$ cat src/rtl/rfic_pkg.sv
package rfic_pkg;
  typedef enum logic [3:0] {
    IID_NONE = 4'h1,
    IID_LSR  = 4'h6,
    IID_RDA  = 4'h4,
    IID_TMO  = 4'hC
  } iid_e;

  // fill threshold for a 2-bit select code
  function automatic int trig_level(int depth, int code);
    case (code)
      0:       return 1;
      1:       return depth / 4;
      2:       return depth / 2;
      default: return depth - 2;
    endcase
  endfunction
endpackage

$ cat src/rtl/rfic_trig_cmp.sv
module rfic_trig_cmp #(
  parameter int DEPTH = 16,
  parameter int CNT_W = 5
) (
  input  logic [1:0]       trig_sel_i,
  input  logic [CNT_W-1:0] count_i,
  output logic             at_level_o
);
  logic [CNT_W-1:0] lvl [4];

  for (genvar g = 0; g < 4; g++) begin : g_lvl
    assign lvl[g] = CNT_W'(rfic_pkg::trig_level(DEPTH, g));
  end

  assign at_level_o = count_i >= lvl[trig_sel_i];
endmodule

$ cat src/rtl/rfic_dr_flag.sv
module rfic_dr_flag (
  input  logic clk_i,
  input  logic rst_ni,
  input  logic push_i,
  input  logic nonempty_i,
  output logic dr_o
);
  always_ff @(posedge clk_i or negedge rst_ni) begin
    if (!rst_ni)         dr_o <= 1'b0;
    else if (push_i)     dr_o <= 1'b1;
    else if (!nonempty_i) dr_o <= 1'b0;
  end
endmodule

$ cat src/rtl/rfic_char_timer.sv
module rfic_char_timer #(
  parameter int BIT_TICKS = 16,
  parameter int TO_CHARS  = 4
) (
  input  logic       clk_i,
  input  logic       rst_ni,
  input  logic       baud_tick_i,
  input  logic       push_i,
  input  logic       pop_i,
  input  logic       nonempty_i,
  input  logic [1:0] word_len_i,
  input  logic       parity_en_i,
  input  logic       two_stop_i,
  output logic       to_pend_o
);
  localparam int TICK_SCALE = BIT_TICKS * TO_CHARS;
  localparam int MAX_THR    = TICK_SCALE * 12;
  localparam int TMR_W      = $clog2(MAX_THR + 1);

  logic [3:0]       frame_bits;
  logic [TMR_W-1:0] thr, tmr;
  logic             expired;

  // start + 5 data + 1 stop = 7 fixed bits
  assign frame_bits = 4'd7 + {2'b00, word_len_i} + {3'b000, parity_en_i} + {3'b000, two_stop_i};
  assign thr        = TMR_W'(frame_bits) * TMR_W'(TICK_SCALE);
  assign expired    = tmr == thr;

  always_ff @(posedge clk_i or negedge rst_ni) begin
    if (!rst_ni)                            tmr <= '0;
    else if (push_i || pop_i || !nonempty_i) tmr <= '0;
    else if (baud_tick_i && !expired)       tmr <= tmr + 1'b1;
  end

  always_ff @(posedge clk_i or negedge rst_ni) begin
    if (!rst_ni)                  to_pend_o <= 1'b0;
    else if (pop_i || !nonempty_i) to_pend_o <= 1'b0;
    else if (expired)             to_pend_o <= 1'b1;
  end
endmodule

$ cat src/rtl/rfic_irq_prio.sv
module rfic_irq_prio
  import rfic_pkg::*;
(
  input  logic       en_i,
  input  logic       lsr_i,
  input  logic       rda_i,
  input  logic       to_i,
  input  logic       nonempty_i,
  output logic       irq_o,
  output logic [3:0] iid_o
);
  iid_e id;

  always_comb begin
    id = IID_NONE;
    if (en_i) begin
      if (lsr_i)                  id = IID_LSR;
      else if (rda_i)             id = IID_RDA;
      else if (to_i && nonempty_i) id = IID_TMO;
    end
  end

  assign iid_o = id;
  assign irq_o = id != IID_NONE;
endmodule

$ cat src/rtl/rx_fifo_irq_ctrl.sv
module rx_fifo_irq_ctrl #(
  parameter int DEPTH     = 16,
  parameter int BIT_TICKS = 16,
  parameter int TO_CHARS  = 4,
  localparam int CNT_W    = $clog2(DEPTH + 1)
) (
  input  logic             clk_i,
  input  logic             rst_ni,
  input  logic             fifo_en_i,
  input  logic             rx_irq_en_i,
  input  logic [1:0]       trig_sel_i,
  input  logic [1:0]       word_len_i,
  input  logic             parity_en_i,
  input  logic             two_stop_i,
  input  logic             baud_tick_i,
  input  logic [CNT_W-1:0] fifo_count_i,
  input  logic             char_push_i,
  input  logic             char_pop_i,
  input  logic             line_err_i,
  output logic             irq_o,
  output logic [3:0]       iid_o,
  output logic             data_ready_o
);
  logic nonempty, at_level, to_pend, en;

  assign nonempty = fifo_count_i != '0;
  assign en       = fifo_en_i & rx_irq_en_i;

  rfic_trig_cmp #(.DEPTH(DEPTH), .CNT_W(CNT_W)) u_trig (
    .trig_sel_i (trig_sel_i),
    .count_i    (fifo_count_i),
    .at_level_o (at_level)
  );

  rfic_dr_flag u_dr (
    .clk_i      (clk_i),
    .rst_ni     (rst_ni),
    .push_i     (char_push_i),
    .nonempty_i (nonempty),
    .dr_o       (data_ready_o)
  );

  rfic_char_timer #(.BIT_TICKS(BIT_TICKS), .TO_CHARS(TO_CHARS)) u_tmr (
    .clk_i       (clk_i),
    .rst_ni      (rst_ni),
    .baud_tick_i (baud_tick_i),
    .push_i      (char_push_i),
    .pop_i       (char_pop_i),
    .nonempty_i  (nonempty),
    .word_len_i  (word_len_i),
    .parity_en_i (parity_en_i),
    .two_stop_i  (two_stop_i),
    .to_pend_o   (to_pend)
  );

  rfic_irq_prio u_prio (
    .en_i       (en),
    .lsr_i      (line_err_i),
    .rda_i      (at_level),
    .to_i       (to_pend),
    .nonempty_i (nonempty),
    .irq_o      (irq_o),
    .iid_o      (iid_o)
  );
endmodule

$ cat config.mk
export PLATFORM = sky130hd
export DESIGN_NAME = rx_fifo_irq_ctrl
export DESIGN_NICKNAME = d
export VERILOG_FILES = /design/src/rtl/rfic_pkg.sv /design/src/rtl/rfic_trig_cmp.sv /design/src/rtl/rfic_dr_flag.sv /design/src/rtl/rfic_char_timer.sv /design/src/rtl/rfic_irq_prio.sv /design/src/rtl/rx_fifo_irq_ctrl.sv
export SDC_FILE = /design/constraint.sdc
export NUM_CORES = 1
export LEC_CHECK = 0
export ABC_CLOCK_PERIOD_IN_PS = 1500
export BUFFER_PORTS_ARGS = -buffer_cell sky130_fd_sc_hd__buf_2
export CAP_MARGIN = 20
export CORE_MARGIN = 2
export CORE_UTILIZATION = 48
export CTS_BUF_LIST = sky130_fd_sc_hd__clkbuf_4 sky130_fd_sc_hd__clkbuf_8
export DETAILED_ROUTE_END_ITERATION = 6
export GPL_TIMING_DRIVEN = 0
export PLACE_DENSITY = 0.79
export SYNTH_ARGS = -nofsm -noshare
export SYNTH_HDL_FRONTEND = slang
export SYNTH_SLANG_ARGS = --single-unit
$ cat constraint.sdc
create_clock -name clk_i -period 1.5 [get_ports clk_i]
set_input_delay 0.15 -clock clk_i [delete_from_list [all_inputs] [get_ports clk_i]]
set_output_delay 0.15 -clock clk_i [all_outputs]
set_load 0.02 [all_outputs]
Yosys cells after proc, flatten, opt, wreduce, memory -nomap -nowiden
Index checks and enable logic that the tools add are counted.
{"block": "word_totals", "in_bits": 19, "latch_bits": 0, "wordCells": 37, "rom_bits": 0, "ramBits": 0, "mem_count": 0, "ff_bits": 12, "out_inout_bits": 6}
{"block": "classes", "n_shift": 0, "div_mod_pow": 0, "multipliers": 0, "n_addsub": 4, "n_eq_ne": 3, "reduce_logical": 10, "muxes": 13, "magnitude_cmp": 2, "bitwise": 2}
{"operator": "$mux 10", "count": 2}
{"operator": "$mux 4", "count": 4}
{"operator": "$add 10x1->10 const B", "count": 1}
{"operator": "$bmux 5 s2", "count": 1}
{"operator": "$eq 10x10->1", "count": 1}
{"operator": "$mux 5", "count": 2}
{"operator": "$add 4x1->4", "count": 2}
{"operator": "$ge 5x5->1", "count": 1}
{"operator": "$reduce_bool 5->1", "count": 1}
{"operator": "$add 3x2->4 const A", "count": 1}
{"operator": "$mux 1", "count": 4}
{"operator": "$ne 4x1->1 const B", "count": 1}
{"operator": "$reduce_bool 2->1", "count": 2}
{"operator": "$ge 3x3->1 const B", "count": 1}
{"operator": "$logic_or 1x1->1", "count": 3}
{"operator": "$not 2->3", "count": 1}
{"operator": "$logic_and 1x1->1", "count": 2}
{"operator": "$logic_not 1->1", "count": 2}
{"operator": "$ne 2x2->1 const B", "count": 1}
{"operator": "$and 1x1->1", "count": 1}

Depth between registers and ports, before layout
{"block": "logic_depth", "ltp_word": 9, "mapped_depth": 11}

Hierarchy
Synthesis repeated with hierarchy kept, for this count alone.
{"block": "unflattened", "cells_unflattened": 114, "hier_area_um2": 1007.2}
{"module": "rfic_char_timer", "instances": 1, "area_per_inst_um2": 790.8, "seq_area_each_um2": 275.3, "cells_each": 86}
{"module": "rfic_trig_cmp", "instances": 1, "area_per_inst_um2": 120.1, "seq_area_each_um2": 0.0, "cells_each": 15}
{"module": "rfic_irq_prio", "instances": 1, "area_per_inst_um2": 45.0, "seq_area_each_um2": 0.0, "cells_each": 7}
{"module": "rfic_dr_flag", "instances": 1, "area_per_inst_um2": 32.5, "seq_area_each_um2": 25.0, "cells_each": 2}
{"module": "rx_fifo_irq_ctrl", "instances": 1, "area_per_inst_um2": 18.8, "seq_area_each_um2": 0.0, "cells_each": 4}

Worst setup path after synthesis
No wires, ideal clock.
{"block": "synth_timing", "path_kind": "input port to flip-flop", "startpoint": "input port word_len_i[0]", "endpoint": "register u_tmr.tmr[2]", "slack_ns": -0.658, "stages": 11, "t_required_ns": 1.382, "arrival_ns": 2.039, "path_cell_list": "inv_1 -> ha_1 -> inv_1 -> ha_1 -> inv_1 -> fa_1 -> xor2_1 -> nand4_2 -> o311ai_1 -> xor2_1 -> nor2_1"}
{"block": "synth_via", "elab_chain_cells": 7}
{"item": "start, declared", "line": "rx_fifo_irq_ctrl.sv:12", "source": "input logic [1:0] word_len_i,"}
{"item": "$add 3x2->4", "line": "rfic_char_timer.sv:25", "source": "assign frame_bits = 4'd7 + {2'b00, word_len_i} + {3'b000, parity_en_i} + {3'b000, two_stop_i};"}
{"item": "$add 4x1->4 (2 in a row)", "line": "rfic_char_timer.sv:25"}
{"item": "$eq 10x10->1", "line": "rfic_char_timer.sv:27", "source": "assign expired = tmr == thr;"}
{"item": "$logic_not 1->1", "line": "rfic_char_timer.sv:32", "source": "else if (baud_tick_i && !expired) tmr <= tmr + 1'b1;"}
{"item": "$logic_and 1x1->1", "line": "rfic_char_timer.sv:32"}
{"item": "$reduce_bool 2->1 (no source line)"}
{"item": "end signal, assigned", "line": "rfic_char_timer.sv:32"}
{"item": "end, declared", "line": "rfic_char_timer.sv:21", "source": "logic [TMR_W-1:0] thr, tmr;"}
Every way passes these cells.
A chain may end at the register's enable or synchronous reset.

Final worst setup path
{"block": "layout_timing", "startpoint": "input port two_stop_i", "endpoint": "register u_tmr.tmr[2]"}
{"block": "layout_via", "elab_chain_cells": 5}
{"item": "start, declared", "line": "rx_fifo_irq_ctrl.sv:14", "source": "input logic two_stop_i,"}
{"item": "$add 4x1->4", "line": "rfic_char_timer.sv:25"}
{"item": "$eq 10x10->1", "line": "rfic_char_timer.sv:27"}
{"item": "$logic_not 1->1", "line": "rfic_char_timer.sv:32"}
{"item": "$logic_and 1x1->1", "line": "rfic_char_timer.sv:32"}
{"item": "$reduce_bool 2->1 (no source line)"}
Every way passes these cells.

==> results_dict.tcl <==
set metrics [dict create \
    synth_nets 126 \
    arrival_ns 2.15 \
    cts.sinks 12 \
    worstPathMaxFanout 3 \
    violations "setup timing" \
    final_cell_mix "18 x buf_2, 13 x nor2_1, 12 x dfrtp_1" \
    core_area_um2 1780 \
    clock.fmax_ghz 0.504 \
    p_total_uw 737 \
    min_period_over_period 1.32 \
    synth_cell_type_count 27 \
    hold_viol 0 \
    grt_antenna_before_repair 0 \
    die_w_um 48.2 \
    cts_buffers 3 \
    wirelength_mm 1.85 \
    area_growth_pct 36.0 \
    io_pins 25 \
    tightest_slew_ns 0.399 \
    synthCells 97 \
    fin_ws_ns -0.482 \
    utilization 0.714 \
    worstSetupStartpointType "primary input" \
    maxSlewViolCount 0 \
    min_period_ns 1.98 \
    place_area_um2 1150 \
    worstHoldStart "char_pop_i" \
    stdcell_area_um2 1270 \
    worst_path_largest_cell_delay_ns 0.51 \
    insertion_delay_ns 0.27 \
    netSwitchingFraction 0.292 \
    slew_headroom 0.734 \
    dr.pass1.iters 3 \
    reg2regPathDepth 5 \
    drtAntennaViolNets 0 \
    finClkSkew_ns 0.00156 \
    port_buffers 24 \
    yosysWarnings 0 \
    status "finished, violations left" \
    timing.hold.ws_ns 0.0529 \
    seqPwrFrac 0.446 \
    cts-root-buf "clkbuf_4" \
    synth_area_per_cell_um2 9.65 \
    tritoncts "done" \
    r2r_slack_ns -0.17 \
    cellLeakagePower_nw 0.605 \
    vias 752 \
    clkPwrFrac 0.260 \
    cp-startpoint "two_stop_i" \
    clockBufferDepth 2 \
    end_kind "flip-flop" \
    rows 15 \
    diodes 0 \
    ys_seq_elements 12 \
    synth_top_cell_by_area "dfrtp_1" \
    clkTransAtPathRegs_ns 0.06 \
    p_switching_uw 215 \
    gr-usage-all-layers 0.192 \
    crit_slowest_cell "fa_1" \
    detail_route.wl_per_cell_um 12.3 \
    place.gp.congestion 0.722 \
    post_cts_buffers 0 \
    setup.worst_path.class "in2reg" \
    drt-initial-drc-count 5 \
    max_cap_viol_count 0 \
    routed_via_density 5.01 \
    start_util 0.525 \
    p_int_uw 522 \
    dp.final_hpwl_mm 1.42 \
    reg2reg_from "u_tmr.tmr[4]$_DFFE_PN0P_" \
    grt_pass1_vias 713 \
    final_nets 156 \
    critPathRequiredTime_ns 1.66 \
    yosys-top-cells-area "dfrtp_1 32%, ha_1 12%, xor2_1 6.6%" \
    min_path_cells 2 \
    cts.htree.levels 1 \
    grt_pass1_wl_mm 2.94 \
    die_h_um 48.2 \
    path_cells "buf_8, inv_12, ha_4, inv_2, ha_4, inv_2, fa_1, xor2_1, nand4_2, o311ai_4, xor2_1, nor2_1" \
    mostFrequentLayoutCell "buf_2" \
    syn_area_um2 936 \
    rsz0062_at_grt "yes" \
    p_per_area_nw_per_um2 579 \
    hp-class "in2reg" \
    grt_max_degree 13 \
    grt_overflow_total 0 \
    setup-violations-final 8 \
    netlist.area_leader.share 0.321 \
    die_area_um2 2320 \
    drc 0 \
    drive_above_1_share 0.408 \
    ir_drop_v 0.000379 \
    seq_area_frac_synth 0.321 \
    p_comb_frac 0.294 \
]
worst paths after layout:
path / endpoint
setup / recovery: u_tmr.tmr[2]$_DFFE_PN0P_
hold / removal: u_tmr.to_pend_o$_DFFE_PN0P_
setup reg to reg: u_tmr.tmr[2]$_DFFE_PN0P_
hold reg to reg: u_dr.dr_o$_DFFE_PN0P_
max in group asynchronous: u_tmr.tmr[0]$_DFFE_PN0P_
min in group asynchronous: u_tmr.tmr[7]$_DFFE_PN0P_
stage by stage:
| step | TNS (ns) | setup WS [ns] | instances |
|---|---|---|---|
| floorplan | -2.42 | -0.550 | 97 |
| global placement | -4.68 | -0.823 | 146 |
| detailed placement | -4.85 | -0.824 | 146 |
| CTS | -3.21 | -0.474 | 150 |
| global route | -3.55 | -0.515 | 150 |
| finish | -3.06 | -0.482 | 150 |
repair_timing:
action | CTS | global route
resized for setup | 16 | 4
setup endpoints to repair | 8 | 8
pin swaps | 6 | 3
hold buffers | 1 | 0
endpoints found under the hold margin | 12 | 0
flip-flops by register name, summed over array words and instances, names as in the netlist:
signal,flops
u_tmr.tmr,10
u_dr.dr_o,1
u_tmr.to_pend_o,1
layer usage:
metal,up-vias,part of all wire,track usage
li1,378,-,-
met1,357,0.43,0.225
met2,12,0.53,0.324
met3,5,0.021,0.0370
met4,0,0.019,0.114
met5,-,0,0
logic make-up (layout without fill, tap and decap cells):
| family | count (synthesis) | after routing | synth area share |
|---|---|---|---|
| adders and majority gates | 10 | 10 | 0.142 |
| xor gates and xnor gates | 14 | 14 | 0.151 |
| muxes | 1 | 1 | 0.0107 |
| DFF | 12 | 12 | 0.321 |
| buffers and inverters | 12 | 40 | 0.0561 |
| and+or+nand+nor | 39 | 39 | 0.215 |
| AOI/OAI and AO/OA | 9 | 9 | 0.104 |
layout make-up:
class                   instances  area (um2)
clock buffers                   3        22.5
flip-flops and latches         12         300
inverters                      11        56.3
repair buffers                 25         175
multi-input cells              73         676
fillers                       124         510
well taps                      25        31.3
plain buffers                   1        11.3
power by group through the flow:
stage | Combinational (mW) | Sequential (mW) | Clock (mW)
after floorplan | 0.122 | 0.335 | 0
after global placement | 0.181 | 0.334 | 0
after detailed placement | 0.187 | 0.335 | 0
after CTS | 0.209 | 0.328 | 0.199
after global routing | 0.235 | 0.329 | 0.222
final | 0.217 | 0.329 | 0.192
critical path: cells and delay by family:
kind,cells,cell delay (ns)
compound gates,1,0.33
xor+xnor,2,0.36
fa+ha+maj,3,0.81
buf+inv,4,0.24
simple gates,2,0.24
Yosys cell counts (all sizes together):
master	number
a2111oi	1
a21o	4
a21oi	2
and2	2
and3	6
buf	1
dfrtp	12
fa	1
ha	9
inv	11
mux2i	1
nand2	7
nand2b	1
nand3	1
nand4	2
nor2	14
nor2b	1
nor3	3
nor4	1
o311ai	1
o31ai	1
or3	1
xnor2	7
xor2	7
Power figures use the tool's default switching activity.
